**src/rtl/ilv_gate_pkg.sv**
```systemverilog
package ilv_gate_pkg;

  // Channel indices of the two gate stages.
  localparam int CH_BOOST = 0;
  localparam int CH_FWD   = 1;
  localparam int NUM_CH   = 2;

  // Strobes from the period controller to the pulse datapath.
  typedef struct packed {
    logic periodStart;  // first clock of a switching period
    logic periodEnd;    // last clock of a switching period
  } ilv_strobe_t;

endpackage

```
**src/rtl/ilv_period_ctrl.sv**
```systemverilog
module ilv_period_ctrl
  import ilv_gate_pkg::*;
#(
  parameter int CNT_W        = 12,
  parameter int MIN_PERIOD   = 64,
  parameter int MAX_PERIOD   = 3076,
  parameter int STRETCH_STEP = 8
) (
  input  logic             clk,
  input  logic             rst_n,
  input  logic [CNT_W-1:0] periodCfg,
  input  logic             lightLoad,
  input  logic             dutySel,
  output ilv_strobe_t      strb,
  output logic [CNT_W-1:0] boostCap,
  output logic [CNT_W-1:0] fwdCap
);

  localparam int SUM_W = CNT_W + 1;
  localparam logic [CNT_W-1:0] MIN_P = CNT_W'(MIN_PERIOD);
  localparam logic [CNT_W-1:0] MAX_P = CNT_W'(MAX_PERIOD);
  localparam logic [SUM_W-1:0] STEP_S = SUM_W'(STRETCH_STEP);

  logic [CNT_W-1:0] phaseCnt;
  logic [CNT_W-1:0] curPer;
  logic [CNT_W-1:0] nomPer;
  logic [CNT_W-1:0] nextPer;
  logic [SUM_W-1:0] stretched;
  logic             startPend;
  logic             wrapNow;
  logic             startQ;

  // Nominal period, held inside the legal range.
  always_comb begin
    if (periodCfg < MIN_P)      nomPer = MIN_P;
    else if (periodCfg > MAX_P) nomPer = MAX_P;
    else                        nomPer = periodCfg;
  end

  // Length of the next period: stretched under light load, else nominal.
  always_comb begin
    stretched = {1'b0, curPer} + STEP_S;
    if (startPend || !lightLoad)        nextPer = nomPer;
    else if (stretched > {1'b0, MAX_P}) nextPer = MAX_P;
    else                                nextPer = stretched[CNT_W-1:0];
  end

  assign wrapNow = startPend || (phaseCnt == (curPer - CNT_W'(1)));

  always_ff @(posedge clk or negedge rst_n) begin
    if (!rst_n) begin
      phaseCnt  <= '0;
      curPer    <= MIN_P;
      startPend <= 1'b1;
      startQ    <= 1'b0;
    end else begin
      startPend <= 1'b0;
      startQ    <= wrapNow;
      if (wrapNow) begin
        phaseCnt <= '0;
        curPer   <= nextPer;
      end else begin
        phaseCnt <= phaseCnt + CNT_W'(1);
      end
    end
  end

  // Caps made from shifts: 1 - 1/32 for boost, 1/2 or 1/2+1/8+1/32 for forward.
  always_comb begin
    boostCap = curPer - (curPer >> 5);
    if (dutySel) fwdCap = (curPer >> 1) + (curPer >> 3) + (curPer >> 5);
    else         fwdCap = curPer >> 1;
  end

  assign strb.periodStart = startQ;
  assign strb.periodEnd   = wrapNow;

  // the phase counter stays inside the active period
  a_r1_phase_in_range: assert property (@(posedge clk) disable iff (!rst_n)
    !startPend |-> (phaseCnt < curPer));

  // the period never leaves its legal range
  a_r8_period_bound: assert property (@(posedge clk) disable iff (!rst_n)
    !startPend |-> (curPer >= MIN_P && curPer <= MAX_P));

  // a boundary under light load never shortens the period
  a_r8_stretch_monotonic: assert property (@(posedge clk) disable iff (!rst_n)
    (startQ && $past(lightLoad) && !$past(startPend)) |-> (curPer >= $past(curPer)));

endmodule

```
**src/rtl/ilv_pulse_slot.sv**
```systemverilog
module ilv_pulse_slot #(
  parameter int CNT_W     = 12,
  parameter int BLANK_CYC = 35
) (
  input  logic             clk,
  input  logic             rst_n,
  input  logic             fire,
  input  logic [CNT_W-1:0] dutyReq,
  input  logic             stageEn,
  input  logic             curLimit,
  input  logic             forceOff,
  output logic             gate
);

  localparam logic [CNT_W-1:0] BLANK_Q = CNT_W'(BLANK_CYC);

  logic [CNT_W-1:0] onCnt;
  logic [CNT_W-1:0] dutyQ;
  logic             endNow;

  // onCnt is the number of clocks the gate has been high, counting the current one.
  always_comb begin
    endNow = forceOff || !stageEn || (onCnt == dutyQ) ||
             (curLimit && (onCnt > BLANK_Q));
  end

  always_ff @(posedge clk or negedge rst_n) begin
    if (!rst_n) begin
      gate  <= 1'b0;
      onCnt <= '0;
      dutyQ <= '0;
    end else if (!gate) begin
      if (fire && stageEn && (dutyReq != '0)) begin
        gate  <= 1'b1;
        onCnt <= CNT_W'(1);
        dutyQ <= dutyReq;
      end
    end else if (endNow) begin
      gate <= 1'b0;
    end else begin
      onCnt <= onCnt + CNT_W'(1);
    end
  end

  // a pulse never runs longer than its latched request
  a_r2_width_bound: assert property (@(posedge clk) disable iff (!rst_n)
    gate |-> (onCnt != '0 && onCnt <= dutyQ));

  // a dropped enable ends the pulse on the next clock
  a_r7_disable_drops: assert property (@(posedge clk) disable iff (!rst_n)
    (gate && !stageEn) |=> !gate);

  // an unblanked current limit ends the pulse on the next clock
  a_r5_limit_ends: assert property (@(posedge clk) disable iff (!rst_n)
    (gate && curLimit && onCnt > BLANK_Q) |=> !gate);

  // inside the blanking window nothing but enable, boundary or width ends the pulse
  a_r6_blank_hold: assert property (@(posedge clk) disable iff (!rst_n)
    (gate && stageEn && !forceOff && onCnt <= BLANK_Q && onCnt < dutyQ) |=> gate);

endmodule

```
**src/rtl/ilv_pulse_path.sv**
```systemverilog
module ilv_pulse_path
  import ilv_gate_pkg::*;
#(
  parameter int CNT_W     = 12,
  parameter int OFF_TIME  = 20,
  parameter int BLANK_CYC = 35
) (
  input  logic             clk,
  input  logic             rst_n,
  input  ilv_strobe_t      strb,
  input  logic [CNT_W-1:0] boostCap,
  input  logic [CNT_W-1:0] fwdCap,
  input  logic             boostEn,
  input  logic [CNT_W-1:0] boostDuty,
  input  logic             boostIlim,
  input  logic             fwdEn,
  input  logic [CNT_W-1:0] fwdDuty,
  input  logic             fwdIlim,
  output logic             boostGate,
  output logic             fwdGate
);

  localparam int RUN_W = (OFF_TIME < 2) ? 1 : $clog2(OFF_TIME);
  localparam logic [RUN_W-1:0] RUN_LAST = RUN_W'(OFF_TIME - 1);

  logic [NUM_CH-1:0] fireV;
  logic [NUM_CH-1:0] enV;
  logic [NUM_CH-1:0] limV;
  logic [NUM_CH-1:0] offV;
  logic [NUM_CH-1:0] gateV;
  logic [CNT_W-1:0]  reqV [NUM_CH];

  logic             fwdArmed;
  logic [RUN_W-1:0] lowRun;
  logic             fwdFire;

  // Off-time tracker: counts clocks of low boost gate after the period start.
  always_ff @(posedge clk or negedge rst_n) begin
    if (!rst_n) begin
      fwdArmed <= 1'b0;
      lowRun   <= '0;
    end else if (strb.periodStart) begin
      fwdArmed <= 1'b1;
      lowRun   <= '0;
    end else if (fwdArmed && !gateV[CH_BOOST]) begin
      if (lowRun == RUN_LAST) fwdArmed <= 1'b0;
      else                    lowRun   <= lowRun + RUN_W'(1);
    end
  end

  assign fwdFire = fwdArmed && !strb.periodStart && !strb.periodEnd &&
                   !gateV[CH_BOOST] && (lowRun == RUN_LAST);

  // Per-stage request clamping and control routing.
  always_comb begin
    reqV[CH_BOOST]  = (boostDuty > boostCap) ? boostCap : boostDuty;
    reqV[CH_FWD]    = (fwdDuty > fwdCap) ? fwdCap : fwdDuty;
    fireV[CH_BOOST] = strb.periodStart;
    fireV[CH_FWD]   = fwdFire;
    enV[CH_BOOST]   = boostEn;
    enV[CH_FWD]     = fwdEn;
    limV[CH_BOOST]  = boostIlim;
    limV[CH_FWD]    = fwdIlim;
    offV[CH_BOOST]  = strb.periodEnd;
    offV[CH_FWD]    = strb.periodEnd;
  end

  for (genvar ch = 0; ch < NUM_CH; ch++) begin : g_slot
    ilv_pulse_slot #(
      .CNT_W    (CNT_W),
      .BLANK_CYC(BLANK_CYC)
    ) u_slot (
      .clk     (clk),
      .rst_n   (rst_n),
      .fire    (fireV[ch]),
      .dutyReq (reqV[ch]),
      .stageEn (enV[ch]),
      .curLimit(limV[ch]),
      .forceOff(offV[ch]),
      .gate    (gateV[ch])
    );
  end

  assign boostGate = gateV[CH_BOOST];
  assign fwdGate   = gateV[CH_FWD];

  // the two stages never conduct together
  a_r3_exclusive: assert property (@(posedge clk) disable iff (!rst_n)
    !(boostGate && fwdGate));

  // a forward turn-on is preceded by low boost gate
  a_r3_offtime_gap: assert property (@(posedge clk) disable iff (!rst_n)
    $rose(fwdGate) |-> (!boostGate && !$past(boostGate)));

  // both gates stay low while reset is held
  a_r9_reset_low: assert property (@(posedge clk)
    !rst_n |-> (!boostGate && !fwdGate));

endmodule

```
**src/rtl/ilv_gate_pulser.sv**
```systemverilog
module ilv_gate_pulser
  import ilv_gate_pkg::*;
#(
  parameter int CNT_W        = 12,
  parameter int MIN_PERIOD   = 64,
  parameter int MAX_PERIOD   = 3076,
  parameter int OFF_TIME     = 20,
  parameter int BLANK_CYC    = 35,
  parameter int STRETCH_STEP = 8
) (
  input  logic             clk,
  input  logic             rst_n,
  input  logic [CNT_W-1:0] periodCfg,
  input  logic             lightLoad,
  input  logic             dutySel,
  input  logic             boostEn,
  input  logic [CNT_W-1:0] boostDuty,
  input  logic             boostIlim,
  input  logic             fwdEn,
  input  logic [CNT_W-1:0] fwdDuty,
  input  logic             fwdIlim,
  output logic             boostGate,
  output logic             fwdGate
);

  ilv_strobe_t      strb;
  logic [CNT_W-1:0] boostCap;
  logic [CNT_W-1:0] fwdCap;

  ilv_period_ctrl #(
    .CNT_W       (CNT_W),
    .MIN_PERIOD  (MIN_PERIOD),
    .MAX_PERIOD  (MAX_PERIOD),
    .STRETCH_STEP(STRETCH_STEP)
  ) u_ctrl (
    .clk      (clk),
    .rst_n    (rst_n),
    .periodCfg(periodCfg),
    .lightLoad(lightLoad),
    .dutySel  (dutySel),
    .strb     (strb),
    .boostCap (boostCap),
    .fwdCap   (fwdCap)
  );

  ilv_pulse_path #(
    .CNT_W    (CNT_W),
    .OFF_TIME (OFF_TIME),
    .BLANK_CYC(BLANK_CYC)
  ) u_path (
    .clk      (clk),
    .rst_n    (rst_n),
    .strb     (strb),
    .boostCap (boostCap),
    .fwdCap   (fwdCap),
    .boostEn  (boostEn),
    .boostDuty(boostDuty),
    .boostIlim(boostIlim),
    .fwdEn    (fwdEn),
    .fwdDuty  (fwdDuty),
    .fwdIlim  (fwdIlim),
    .boostGate(boostGate),
    .fwdGate  (fwdGate)
  );

endmodule

```
**config.mk**
```make
export PLATFORM = sky130hd
export DESIGN_NAME = ilv_gate_pulser
export DESIGN_NICKNAME = d
export VERILOG_FILES = /design/src/rtl/ilv_gate_pkg.sv /design/src/rtl/ilv_period_ctrl.sv /design/src/rtl/ilv_pulse_slot.sv /design/src/rtl/ilv_pulse_path.sv /design/src/rtl/ilv_gate_pulser.sv
export SDC_FILE = /design/constraint.sdc
export NUM_CORES = 1
export LEC_CHECK = 0
export ABC_AREA = 1
export BUFFER_PORTS_ARGS = -buffer_cell sky130_fd_sc_hd__buf_2
export CORE_AREA = 2 2 108 131
export CTS_CLUSTER_DIAMETER = 50
export DETAILED_ROUTE_END_ITERATION = 7
export DIE_AREA = 0 0 110 133
export GPL_ROUTABILITY_DRIVEN = 0
export PLACE_DENSITY_LB_ADDON = 0.08
export RECOVER_POWER = 25
export SLEW_MARGIN = 10
export SYNTH_ARGS = -nofsm -noshare
export SYNTH_HDL_FRONTEND = slang
export SYNTH_HIERARCHICAL = 1
export SYNTH_SLANG_ARGS = --single-unit
export TNS_END_PERCENT = 50
```
**constraint.sdc**
```tcl
create_clock -name clk -period 13.52 [get_ports clk]
set_input_delay 1.352 -clock clk [delete_from_list [all_inputs] [get_ports clk]]
set_output_delay 1.352 -clock clk [all_outputs]
set_load 0.02 [all_outputs]
```
# Word-level counts from Yosys, hierarchy flattened
# Cells that the tools add are included.
[word_totals]
regBits = 82
in_bits = 44
output_inout_bits = 2
word_cells = 100
[classes]
add_sub_neg = 9
order_cmp = 7
eq_ne = 7
muxes = 26
n_bitwise = 2
n_reduce_logical = 37
[ops]
columns = ["operator", "count"]
rows = [
  ["2-to-1 mux 12 bit", 14],
  ["adder 12 x 1 -> 12 bit (second input constant)", 3],
  ["== test 12 bit", 3],
  ["greater-than comparator 12 bit", 2],
  ["greater-than comparator 12 x 6 -> 1 bit (second input constant)", 2],
  ["nonzero test 12 bit", 2],
  ["2-to-1 mux 5 bit", 3],
  ["adder 12 x 4 -> 13 bit (second input constant)", 1],
  ["greater-than comparator 13 x 12 -> 1 bit (second input constant)", 1],
  ["adder 11 x 9 -> 12 bit", 1],
  ["adder 12 x 7 -> 12 bit", 1],
  ["greater-than comparator 12 bit (second input constant)", 1],
  ["less-than comparator 12 x 7 -> 1 bit (second input constant)", 1],
  ["AND reduction 2 bit", 6],
  ["subtractor 12 x 1 -> 12 bit (second input constant)", 1],
  ["subtractor 12 x 7 -> 12 bit", 1],
  ["logical AND 1 bit", 11],
  ["2-to-1 mux 1 bit", 9],
  ["logical OR 1 bit", 8],
  ["nonzero test 2 bit", 4],
  ["logical NOT 1 bit", 6],
  ["!= test 2 bit (second input constant)", 3],
  ["adder 5 x 1 -> 5 bit (second input constant)", 1],
  ["== test 5 bit (second input constant)", 1],
  ["inverter 1 bit", 2],
]

# Logic depth before layout (Yosys ltp)
[depth]
depth_word = 11
mapped_depth = 35
ltp_nobuf = 33

# By module
# Netlist, hierarchy kept.
[by_module_without_submodules]
columns = ["mod", "n_inst", "cells_per_inst", "area_each_um2", "seq_area_each_um2"]
rows = [
  ["ilv_period_ctrl", 1, 489, 3301.9, 653.1],
  ["ilv_pulse_slot", 2, 209, 1575.3, 625.6],
  ["ilv_pulse_path", 1, 238, 1385.1, 150.1],
]

# Worst setup path before layout
# OpenSTA, ideal clock, no wires.
[synth_timing]
path_type = "reg2reg"
startpoint = "register u_ctrl.curPer[5]"
endpoint = "register u_path.g_slot[1].u_slot.onCnt[4]"
setup_ns = 0.065
arrival_time_ns = 4.370
required_time_ns = 13.455
setup_slack_ns = 9.085
stages_incl_launch_ff = 32
path_buffers = 3
period_less_slack_ns = 4.435
path_cell_list = "dfrtp_1 buf_6 inv_2 fa_1 inv_1 ha_1 inv_1 fa_1 inv_1 nand3_1 nand2_1 a21oi_1 o21ai_0 a21oi_1 nand3b_1 inv_1 inv_1 ha_1 a21o_1 nor2_1 nand3_2 buf_4 nand3_1 nand2_1 inv_1 nand4_1 nor3_1 nand2_1 nand2_2 buf_2 nand3_1 nand2_1"
[synth_lines]
columns = ["item", "line", "rtl"]
rows = [
  ["start: declaration", "ilv_period_ctrl.sv:25", "logic [CNT_W-1:0] curPer;"],
  ["start signal: assignment", "ilv_period_ctrl.sv:61", "curPer <= nextPer;"],
  ["end signal: assignment", "ilv_pulse_slot.sv:41", "onCnt <= onCnt + CNT_W'(1);"],
  ["end: declaration", "ilv_pulse_slot.sv:17", "logic [CNT_W-1:0] onCnt;"],
]

==> impl_metrics.toml <==
[routing]
viasPerCell = 5.14
wl_per_cell_um = 12.5
dr.pass1.iters = 6
via_count = 6913
drt-met1-wl_um = 7210
wl_met2_um = 8600
ant_nets = 0
highest_layer = "met5"
wl_um = 16900
met3_length_um = 513
initialDrtViolationCount = 342
drc = 0

[logic_synthesis]
synth_top_cells_by_count = "nand2_1, inv_1, nand3_1, dfrtp_1, nor2_1"
synth_edf_count = 0
syn_nets = 1249
yosys.area.top_type = "dfrtp_1"
ys_ff_latch = 82
synthFlopType = "dfrtp_1"
yosysMostFrequentCell = "nand2_1"
synth_area_leaders = "dfrtp_1, nand2_1, ha_1"
avgSynthCellArea_um2 = 6.84
synth_area_mm2 = 0.00784
async_flop_share_pct = 100
ys_types = 47
synth_top_area_share_pct = 25.5
synthCells = 1145
yosysWarningCount = 6
yosysSeqAreaShare_pct = 26.2

[die]
core_mm2 = 0.0135
start_util_pct = 58.2
die_area_mm2 = 0.0146
io-pin-count = 46
rows = 47
fp.dieH_um = 133
die_w_um = 110

[cts]
clk_latency_ps = 340
holdBufCountCts = 0
cts.clk_slew.worst_paths_ps = 60
cts_root_buf = "clkbuf_16"
cts_tree = "built"
post_cts_buffers = 0
cts_made_buffers = 9
clock-sinks = 82
cts.htree.levels = 3
cts_resized = 0
cts_buffer_depth = 2

[cells_and_area]
nets = 1274
drive_gt1_share_pct = 14.3
areaGrowthSynthToFinish_pct = 5.56
diodes = 0
stdcell_count = 1346
finalInstanceArea_mm2 = 0.00827
postLayoutCoreUtil_pct = 61.4

[grt]
grtUsageTotal_pct = 25.0
first_global_vias = 6553
grt_max_degree = 47
gr-total-overflow = 0
antenna_found_initial = 1
grt_pass1_wl_um = 29400

[power_and_ir_drop]
finalPower_uw = 948
vdd_drop_max_v = 0.0000837
p_seq_share_pct = 32.3
power_density_mw_per_mm2 = 115
p_leak_uw = 0.00462
power_frac_comb_pct = 41.5
power.switching_uw = 386
pwr-share-clk_pct = 26.2
power.internal_uw = 563
switching_share_pct = 40.7

[worst_setup_path]
criticalPathCategory = "reg2reg"
crit_top_cell = "nand2_1"
cp.required_ps = 13750
critical_path_buf_inv_count = 8
crit_slowest_cell = "dfrtp_1"
cp_slowest_stage_delay_ps = 760
arrival_ps = 5930
cp_max_fo = 33
endpoint_kind = "flop"
worstSetupStartpointType = "flop"
crit_family = "simple AND/OR/NAND/NOR gates"

[timing]
clock_skew_ps = 6.55
tightestPinTransition_ps = 2090
period_needed_ps = 5690
finalSetupViolCount = 0
hold_viol = 0
rsz0062_at_grt = "no"
setup-tns-final_ps = 0
slew_violations = 38
min_period_over_period_pct = 42.1
relSlewSlack_pct = -39.4
max_freq_ghz = 0.176

[place]
place.port_buffers = 45
post_dp_cell_area_mm2 = 0.00799
hpwl_um = 13400
dpl.cell_count = 1330

[min_path]
hp-class = "reg2reg"

[job]
drv_cap = 1

[outcome]
outcome = "finished, violations left"
violations = "capacitance limit, slew limit"
final cells by class:
cell class | count | area, um2
Timing Repair Buffer | 46 | 231
Sequential cell | 82 | 2050
Clock inverter | 6 | 65.1
Inverter | 177 | 672
Clock buffer | 10 | 229
Tap cell | 171 | 214
Multi-Input combinational cell | 854 | 4810
Fill cell | 1305 | 5190
tightest hold or removal path, cell delays in order, from the launching register on:
cell,delay [ps]
dfrtp_1,360
nand2_1,60
nand2_1,50
logic make-up after synthesis:
logic type	after synthesis	share of synthesized area, %
other	1	0.0478
and+or+nand+nor	664	39.4
AOI/OAI and AO/OA	74	5.40
adders and majority gates	60	10.4
xor gates and xnor gates	55	6.15
buffers and inverters	209	12.3
DFF	82	26.2
power groups by stage:
stage | sequential (uW) | combinational [uW] | clock (uW)
floorplan | 294 | 333 | 0
global placement | 310 | 388 | 0
detailed placement | 311 | 393 | 0
CTS | 306 | 396 | 257
global route | 310 | 462 | 266
finish | 306 | 394 | 248
per-stage QoR:
step / setup WS (ps) / hold slack, ps
floorplan: 9090 / 462
global placement: 8090 / 475
detailed placement: 7860 / 482
CTS: 7830 / 497
global route: 7140 / 513
finish: 7830 / 494
cell usage in the layout (no fill, tap or decap), types with 4 or more instances in the layout:
| cell type | synthesis | final |
|---|---|---|
| inv_1 | 155 | 155 |
| dfrtp_1 | 80 | 80 |
| nand4_1 | 18 | 19 |
| nand3_1 | 112 | 112 |
| clkbuf_16 | 0 | 9 |
| ha_1 | 51 | 51 |
| nand2_1 | 376 | 377 |
| nand2_2 | 38 | 37 |
| a21oi_1 | 20 | 20 |
| xor2_1 | 39 | 39 |
| clkinv_2 | 2 | 4 |
| a21o_1 | 6 | 6 |
| buf_2 | 9 | 44 |
| fa_1 | 9 | 9 |
| xnor2_1 | 16 | 16 |
| nor2_4 | 5 | 5 |
| nand2_4 | 4 | 4 |
| nor3_2 | 7 | 7 |
| nand3_2 | 9 | 9 |
| inv_2 | 18 | 18 |
| o21ai_0 | 39 | 40 |
| nor2_1 | 55 | 55 |
| nor3_1 | 12 | 12 |
| nor2_2 | 12 | 12 |
| nand3b_1 | 5 | 5 |
path summary, 6_finish.rpt:
kind | startpoint | endpoint | slack [ps] | cells after the start
worst max register to register | u_ctrl/curPer[3] | u_path/g_slot[1].u_slot/onCnt[0] | 7830 | 31
worst max-delay path | u_ctrl/curPer[3] | u_path/g_slot[1].u_slot/onCnt[0] | 7830 | 31
min in group asynchronous | rst_n | u_path/g_slot[1].u_slot/onCnt[11] | 1600 | 1
worst min-delay path | u_path/g_slot[0].u_slot/dutyQ[0] | u_path/g_slot[0].u_slot/dutyQ[0] | 490 | 2
worst min register to register | u_path/g_slot[0].u_slot/dutyQ[0] | u_path/g_slot[0].u_slot/dutyQ[0] | 490 | 2
max in group asynchronous | rst_n | u_ctrl/phaseCnt[10] | 10410 | 2
per-layer routing:
metal	global-route usage, %	up-vias
met4	10.5	2
met3	3.35	43
met2	43.7	128
met1	30.3	3102
met5	0	-
li1	-	3638
sequential cells by signal, summed over array words and instances, names as in the netlist:
name / cells
u_ctrl/curPer: 12
u_ctrl/startQ: 1
u_path/g_slot.u_slot/onCnt: 24
u_ctrl/phaseCnt: 12
u_path/fwdArmed: 1
u_path/g_slot.u_slot/gate: 2
u_path/g_slot.u_slot/dutyQ: 24
u_path/lowRun: 5
u_ctrl/startPend: 1
No activity file was read; power rests on OpenSTA's default activity.
